$ cat src/rtl/sfu_pkg.sv
package sfu_pkg;
    typedef enum logic [3:0] {
        OP_PASS = 4'd0,
        OP_SHL  = 4'd1,
        OP_SHR  = 4'd2,
        OP_ROL  = 4'd3,
        OP_ROR  = 4'd4,
        OP_SAR  = 4'd5,
        OP_SWAP = 4'd6,
        OP_FSET = 4'd7,
        OP_FCLR = 4'd8,
        OP_TGET = 4'd9,
        OP_TPUT = 4'd10
    } op_e;

    localparam int STAT_W = 8;
    localparam int SIDX_W = 3;
    localparam int F_C = 0;
    localparam int F_Z = 1;
    localparam int F_N = 2;
    localparam int F_V = 3;
    localparam int F_S = 4;
    localparam int F_H = 5;
    localparam int F_T = 6;
    localparam int F_I = 7;

    typedef struct packed {
        logic [STAT_W-1:0] sreg;
    } stat_t;
endpackage

$ cat src/rtl/sfu_shifter.sv
module sfu_shifter
    import sfu_pkg::*;
#(
    parameter int DATA_W = 8
) (
    input  op_e               op,
    input  logic [DATA_W-1:0] a,
    input  logic              c_in,
    output logic [DATA_W-1:0] res,
    output logic              c_out,
    output logic              is_shift
);
    localparam int HALF = DATA_W / 2;

    always_comb begin
        res      = a;
        c_out    = c_in;
        is_shift = 1'b1;
        unique case (op)
            OP_SHL: begin
                res   = {a[DATA_W-2:0], 1'b0};
                c_out = a[DATA_W-1];
            end
            OP_SHR: begin
                res   = {1'b0, a[DATA_W-1:1]};
                c_out = a[0];
            end
            OP_ROL: begin
                res   = {a[DATA_W-2:0], c_in};
                c_out = a[DATA_W-1];
            end
            OP_ROR: begin
                res   = {c_in, a[DATA_W-1:1]};
                c_out = a[0];
            end
            OP_SAR: begin
                res   = {a[DATA_W-1], a[DATA_W-1:1]};
                c_out = a[0];
            end
            OP_SWAP: begin
                res      = {a[HALF-1:0], a[DATA_W-1:HALF]};
                is_shift = 1'b0;
            end
            default: is_shift = 1'b0;
        endcase
    end
endmodule

$ cat src/rtl/sfu_bitops.sv
module sfu_bitops
    import sfu_pkg::*;
#(
    parameter int DATA_W = 8,
    parameter int IDX_W  = 3
) (
    input  op_e               op,
    input  logic [DATA_W-1:0] a,
    input  logic [IDX_W-1:0]  idx,
    input  logic [STAT_W-1:0] s_in,
    output logic [DATA_W-1:0] res,
    output logic [STAT_W-1:0] s_out,
    output logic              is_bitop
);
    logic [SIDX_W-1:0] sidx;
    assign sidx = SIDX_W'(idx);

    always_comb begin
        res      = a;
        s_out    = s_in;
        is_bitop = 1'b1;
        unique case (op)
            OP_FSET: s_out[sidx] = 1'b1;
            OP_FCLR: s_out[sidx] = 1'b0;
            OP_TGET: s_out[F_T]  = a[idx];
            OP_TPUT: res[idx]    = s_in[F_T];
            default: is_bitop = 1'b0;
        endcase
    end
endmodule

$ cat src/rtl/shift_flag_unit.sv
module shift_flag_unit
    import sfu_pkg::*;
#(
    parameter int DATA_W     = 8,
    parameter bit STATUS_REG = 1'b1
) (
    input  logic              clk,
    input  logic              rst_n,
    input  logic [3:0]        op_i,
    input  logic [DATA_W-1:0] operand_i,
    input  logic [2:0]        bit_idx_i,
    input  logic [7:0]        sreg_i,
    output logic [DATA_W-1:0] result_o,
    output logic [7:0]        sreg_d_o,
    output logic [7:0]        sreg_q_o
);
    localparam int IDX_W = $clog2(DATA_W);

    op_e               op;
    logic [DATA_W-1:0] sh_res, bo_res;
    logic              sh_c, sh_hit, bo_hit;
    logic [STAT_W-1:0] bo_sreg;
    stat_t             stat_d, stat_q;

    assign op = op_e'(op_i);

    sfu_shifter #(.DATA_W(DATA_W)) u_shift (
        .op(op), .a(operand_i), .c_in(sreg_i[F_C]),
        .res(sh_res), .c_out(sh_c), .is_shift(sh_hit)
    );

    sfu_bitops #(.DATA_W(DATA_W), .IDX_W(IDX_W)) u_bits (
        .op(op), .a(operand_i), .idx(IDX_W'(bit_idx_i)), .s_in(sreg_i),
        .res(bo_res), .s_out(bo_sreg), .is_bitop(bo_hit)
    );

    always_comb begin
        logic n_new, v_new;
        stat_d.sreg = sreg_i;
        result_o    = bo_hit ? bo_res : sh_res;
        n_new       = sh_res[DATA_W-1];
        v_new       = n_new ^ sh_c;
        if (sh_hit) begin
            stat_d.sreg[F_C] = sh_c;
            stat_d.sreg[F_Z] = (sh_res == '0);
            stat_d.sreg[F_N] = n_new;
            stat_d.sreg[F_V] = v_new;
            stat_d.sreg[F_S] = n_new ^ v_new;
        end else if (bo_hit) begin
            stat_d.sreg = bo_sreg;
        end
    end

    assign sreg_d_o = stat_d.sreg;

    generate
        if (STATUS_REG) begin : g_reg
            always_ff @(posedge clk or negedge rst_n) begin
                if (!rst_n) stat_q <= '0;
                else        stat_q <= stat_d;
            end
            assign sreg_q_o = stat_q.sreg;

            p_reg_follow_r10: assert property (@(posedge clk) disable iff (!rst_n)
                rst_n |=> sreg_q_o == $past(sreg_d_o));
        end else begin : g_noreg
            assign stat_q   = stat_d;
            assign sreg_q_o = stat_q.sreg;
        end
    endgenerate

    p_shift_flags_r5: assert property (@(posedge clk) disable iff (!rst_n)
        (op_i >= 4'd1 && op_i <= 4'd5) |->
        (sreg_d_o[F_V] == (sreg_d_o[F_N] ^ sreg_d_o[F_C])) &&
        (sreg_d_o[F_S] == (sreg_d_o[F_N] ^ sreg_d_o[F_V])) &&
        (sreg_d_o[7:5] == sreg_i[7:5]) && (sreg_d_o[F_N] == result_o[DATA_W-1]));

    p_swap_stable_r6: assert property (@(posedge clk) disable iff (!rst_n)
        (op_i == 4'd6) |-> sreg_d_o == sreg_i);

    p_flag_one_bit_r7: assert property (@(posedge clk) disable iff (!rst_n)
        (op_i == 4'd7 || op_i == 4'd8) |->
        ($countones(sreg_d_o ^ sreg_i) <= 1) && (result_o == operand_i) &&
        (sreg_d_o[bit_idx_i] == (op_i == 4'd7)));

    p_tget_r8: assert property (@(posedge clk) disable iff (!rst_n)
        (op_i == 4'd9) |-> sreg_d_o[F_T] == operand_i[bit_idx_i]);

    p_tput_r9: assert property (@(posedge clk) disable iff (!rst_n)
        (op_i == 4'd10) |-> (sreg_d_o == sreg_i) &&
        ($countones(result_o ^ operand_i) <= 1) && (result_o[bit_idx_i] == sreg_i[F_T]));

    p_pass_r11: assert property (@(posedge clk) disable iff (!rst_n)
        (op_i == 4'd0 || op_i >= 4'd11) |-> (result_o == operand_i) && (sreg_d_o == sreg_i));
endmodule

$ cat config.mk
export PLATFORM = sky130hd
export DESIGN_NAME = shift_flag_unit
export DESIGN_NICKNAME = d
export VERILOG_FILES = /design/src/rtl/sfu_pkg.sv /design/src/rtl/sfu_shifter.sv /design/src/rtl/sfu_bitops.sv /design/src/rtl/shift_flag_unit.sv
export SDC_FILE = /design/constraint.sdc
export NUM_CORES = 1
export LEC_CHECK = 0
export ABC_AREA = 1
export BUFFER_PORTS_ARGS = -buffer_cell sky130_fd_sc_hd__buf_2
export CORE_AREA = 5 5 79 81
export CTS_CLUSTER_DIAMETER = 100
export DETAILED_ROUTE_END_ITERATION = 8
export DIE_AREA = 0 0 84 86
export GPL_TIMING_DRIVEN = 1
export PLACE_DENSITY_LB_ADDON = 0.3
export SKIP_CTS_REPAIR_TIMING = 1
export SYNTH_ARGS = -nofsm -noshare
export SYNTH_HDL_FRONTEND = slang
export SYNTH_HIERARCHICAL = 1
export SYNTH_SLANG_ARGS = --single-unit
$ cat constraint.sdc
create_clock -name clk -period 1.4 [get_ports clk]
set_input_delay 0.21 -clock clk [delete_from_list [all_inputs] [get_ports clk]]
set_output_delay 0.21 -clock clk [all_outputs]
set_load 0.03 [all_outputs]
# --- Word-level counts from Yosys, hierarchy flattened ---
# Cells that the tools add are included.
word_totals:
  ff_bits: 8
  latchBits: 0
  ram_bits: 0
  mem_bits_ro: 0
  input_bits: 25
  output_inout_bits: 24
  word_cells: 41
  memories: 0
op_classes:
  add_sub_neg: 0
  mul: 0
  n_div: 0
  magnitude_cmp: 2
  n_eq_ne: 10
  n_shift: 0
  muxes: 17
  bitwise_logic: 5
  reduce_logical: 6
op_table:
  columns: ["operator", "n"]
  rows:
  - ["8-bit case mux with 6 select lines", 1]
  - ["8-bit two-way mux", 3]
  - ["4-bit by 3-bit equality test with 1-bit output (second input constant)", 4]
  - ["4-bit equality test (second input constant)", 3]
  - ["6-bit case mux with 2 select lines", 1]
  - ["8-bit bitwise AND", 1]
  - ["8-bit bitwise mux", 1]
  - ["4-bit by 2-bit equality test with 1-bit output (second input constant)", 2]
  - ["8-bit zero test", 1]
  - ["8-bit NOT", 1]
  - ["8-bit bitwise OR", 1]
  - ["5-bit two-way mux", 1]
  - ["5-bit OR reduction", 1]
  - ["4-bit by 1-bit equality test with 1-bit output (second input constant)", 1]
  - ["3-bit by 4-bit < comparator with 1-bit output (second input constant)", 1]
  - ["1-bit two-way mux", 4]
  - ["1-bit case mux with 2 select lines", 2]
  - ["4-bit OR reduction", 1]
  - ["1-bit binary-select mux with 3-bit select", 1]
  - ["1-bit demux with 3-bit select", 1]
  - ["3-bit by 1-bit >= comparator with 1-bit output (second input constant)", 1]
  - ["3-bit two-way mux", 1]
  - ["1-bit case mux with 3 select lines", 1]
  - ["3-bit OR reduction", 1]
  - ["3 further kinds", 4]

# --- Longest topological paths before layout ---
logic_depth:
  word_depth: 9
  mapped_depth: 12
  ltp_nobuf: 12

# --- By module ---
# The synthesis kept the hierarchy.
by_module_without_submodules:
  columns: ["module", "n_inst", "cells_each", "area_each_um2", "seq_area_each_um2"]
  rows:
  - ["sfu_shifter", 1, 122, 549.3, 0.0]
  - ["sfu_bitops", 1, 110, 531.8, 0.0]
  - ["shift_flag_unit", 1, 76, 481.7, 200.2]

# --- Worst setup path after synthesis ---
# Ideal clock, no wire load.
synth_path:
  path_type: "input -> output"
  from: "input op_i[2]"
  to: "output result_o[7]"
  t_arrival_ns: 1.645
  t_required_ns: 1.190
  path_slack_ns: -0.455
  cell_stages: 9
  path_buffers: 1
  cell_sequence: "inv_1 > nor2_1 > buf_2 > nand3_1 > nand2_1 > nor2_1 > nand3_1 > inv_1 > o21ai_0"
synth_between:
  elab_cells_between_ends: 15
  cone_classes: "10 x eq/ne; 4 x mux; 1 x reduce/logical"
synth_rtl:
  columns: ["item", "line", "rtl"]
  rows:
  - ["start: declaration", "shift_flag_unit.sv:9", "input logic [3:0] op_i,"]
  - ["4-bit by 3-bit equality test with 1-bit output, or another cell as far along", "sfu_shifter.sv:19", "unique case (op)"]
  - ["8-bit case mux with 6 select lines *", "sfu_shifter.sv:19", null]
  - ["via sh_res[7]", "shift_flag_unit.sv:20", "logic [DATA_W-1:0] sh_res, bo_res;"]
  - ["8-bit two-way mux *", "shift_flag_unit.sv:40", "result_o = bo_hit ? bo_res : sh_res;"]
  - ["end: declaration", "shift_flag_unit.sv:13", "output logic [DATA_W-1:0] result_o,"]
# Mark *: on every way through the listed nets, which the timed path passes. The rest lies on a longest branch.

# --- Worst setup path after layout ---
layout_path:
  from: "input op_i[2]"
  to: "output sreg_d_o[4]"
layout_between:
  elab_cells_between_ends: 23
  cone_classes: "10 x eq/ne; 7 x mux; 2 x bitwise; 4 x reduce/logical"
layout_rtl:
  columns: ["item", "line", "rtl"]
  rows:
  - ["4-bit equality test or 4-bit by 3-bit equality test with 1-bit output (tied branches)", "sfu_bitops.sv:22", "unique case (op)"]
  - ["4-bit OR reduction (no source line) *", null, null]
  - ["1-bit two-way mux *", "sfu_bitops.sv:22", null]
  - ["via bo_hit", "shift_flag_unit.sv:21", "logic sh_c, sh_hit, bo_hit;"]
  - ["8-bit two-way mux *", "shift_flag_unit.sv:49", "end else if (bo_hit) begin"]
  - ["5-bit two-way mux *", "shift_flag_unit.sv:43", "if (sh_hit) begin"]
  - ["end: declaration", "shift_flag_unit.sv:14", "output logic [7:0] sreg_d_o,"]
# Marks and branches as above.

==> metrics.txt <==
run status finished with violations; worst setup path start op_i[2]; fin cells slightly below 500; Util after Layout a little over half; PortBufs 48; commonest cells after routing, fill and taps aside 77 x nand2_1, 52 x nand3_1, 52 x buf_4; CTS Buf Count 3; Tcrit/Tclk final 125%; DP Cell Count 470; CTS tree yes; Synth area leader nand2_1; Via density between 4 and 5; GRT Overall Usage about 16%; via count between 2000 and 2500; First-pass DRT Iterations 4; Setup crit start kind input pin; nets@finish 445; Worst Slack Setup Final -0.351 ns; DIE AREA 0.00722 mm^2; largest net degree at the start of global routing 20; cell area after layout between 0.002 and 0.003 mm^2; crit-path most repeated cell buf_6; Placeable Area approximately 0.0054 mm^2; vias in the first global route a little over 2000; Avg Inst Size Synth 5.07 um^2; max reg flops 8; fmax 571 MHz; sequential area share after synthesis 12.8%; CP Capture Type output port; Syn Std Cell Area 0.00156 mm^2; Critical Path Max Stage Delay 0.19 ns; crit-path leading delay family buffers and inverters; row cnt 27; Max Cap Viol 0; CTS root buf clkbuf_8; Pleak 1.50 nW; Final Max Tran Viols 0; post-route ant nets 0; Area contributors post-synth nand2_1 25%, nand3_1 19%, dfrtp_1 13%; CP Cell Sequence buf_8 > buf_6 > inv_12 > nand2_8 > nor2_4 > nand2_4 > nand3_4 > buf_6 > o21ai_4 > o21ai_4 > buf_6; Buffers & Inverters on Critical Path 5; chip width 84 um; synthesis-stage register bit count 8; Routability Congestion 0.858; WP data required 1.19 ns; Pwr Total 1.71 mW; post-route minimum period between 1.5 and 2 ns; final hold violations 0; hold crit path type input pin to register; final wirelength 6.38 mm; P&R area growth vs syn 86.3%; # H-tree levels 1; Worst EP arrival roughly 1.5 ns; final setup violation count 16; DR iter-0 viols 127; Starting Density around 29%; first-pass GRT wire length between 9 and 10 mm; Worst VDD drop 0.509 mV; WP depth 11; I/O pin cnt 49; pwr dens 586 mW/mm^2; critical path peak fanout 7; Post-route DRC 0; worst slew pin tran 0.325 ns; share of Yosys cell area claimed by the top area cell type between 20% and 30%; Fin Setup TNS -5.12 ns; CTS Buffer Depth 2; Wirelength per Cell between 10 and 15 um; failing checks setup timing; dpl ws -0.516 ns; Hold Worst Slack 0.217 ns; Critical Path End sreg_d_o[4]; CTS sink count 8; commonest non-fill, non-tap cell in the layout nand2_1; Yosys warning count 6; DIE HEIGHT 86 um; Post-Syn Instances about 310; Net Count, Synth ~330; initial antenna violation count 0; RSZ-0062 raised after global routing true; slowest CP cell nor2_4; grt total ovfl 0; antenna fix cells 0; Synth cell types 23; slew margin rel. 78.2%; Area after DPL 0.00243 mm^2; Reg clk slew, reported paths 0.04 ns; Crit Path Class input pin to output port; detailed placer's ending HPWL 4.69 mm; share of cells above drive strength 1 47.6%
## cell families (layout without fill, tap and decap cells)
| kind of cell | Yosys count | in the layout | share of synthesized area [%] |
|---|---|---|---|
| simple gates | 222 | 225 | 64.1 |
| buf+inv | 48 | 155 | 13.2 |
| flops | 8 | 8 | 12.8 |
| compound gates | 30 | 30 | 9.93 |
## worst min-delay path by stage
stage / startpoint / endpoint / cells after the start
finish: sreg_i[7] / sreg_q_o[7] / 3
global route: sreg_i[7] / sreg_q_o[7] / 3
CTS: rst_n / sreg_q_o[4] / 1
detailed placement: rst_n / sreg_q_o[2] / 1
global placement: rst_n / sreg_q_o[4] / 1
floorplan: rst_n / sreg_q_o[0] / 0
## area by class of cell
| cell class | count | area [um^2] |
|---|---|---|
| Multi-Input combinational cell | 255 | 1480 |
| Inverter | 37 | 164 |
| Tap cell | 72 | 90.1 |
| Fill cell | 548 | 2490 |
| Timing Repair Buffer | 115 | 941 |
| Clock buffer | 3 | 41.3 |
| Sequential cell | 8 | 200 |
## cell usage after synthesis
library cell  instances
a31oi_1               1
dfrtp_1               8
nand2_4               1
nor2_4                3
buf_4                 3
nand3b_1              1
nor2_1               43
clkbuf_1              1
o21ai_0              15
nand3_1              58
nand2_1             103
buf_2                 6
a21oi_1               1
inv_2                 4
nand2_2               2
inv_1                33
nor2_2                2
o22ai_1               1
nor3_1                1
nor3_2                8
buf_6                 1
o211ai_1              1
o21ai_1              11
## layer usage
layer	share of wire, %	vias to the layer above	track usage, %
met5	0	-	0
met4	1.9	0	5.56
li1	-	1214	-
met2	48	85	26.2
met3	5.6	10	2.40
met1	44	1062	21.7
## power by group
group          total, mW  leakage, nW  internal, mW  switching [mW]
registers          0.265       0.0948         0.260         0.00507
logic               1.16         1.38         0.487           0.677
clock network      0.277       0.0216         0.186          0.0908
total               1.71         1.50         0.933           0.773
No activity file was read; power rests on OpenSTA's default activity.
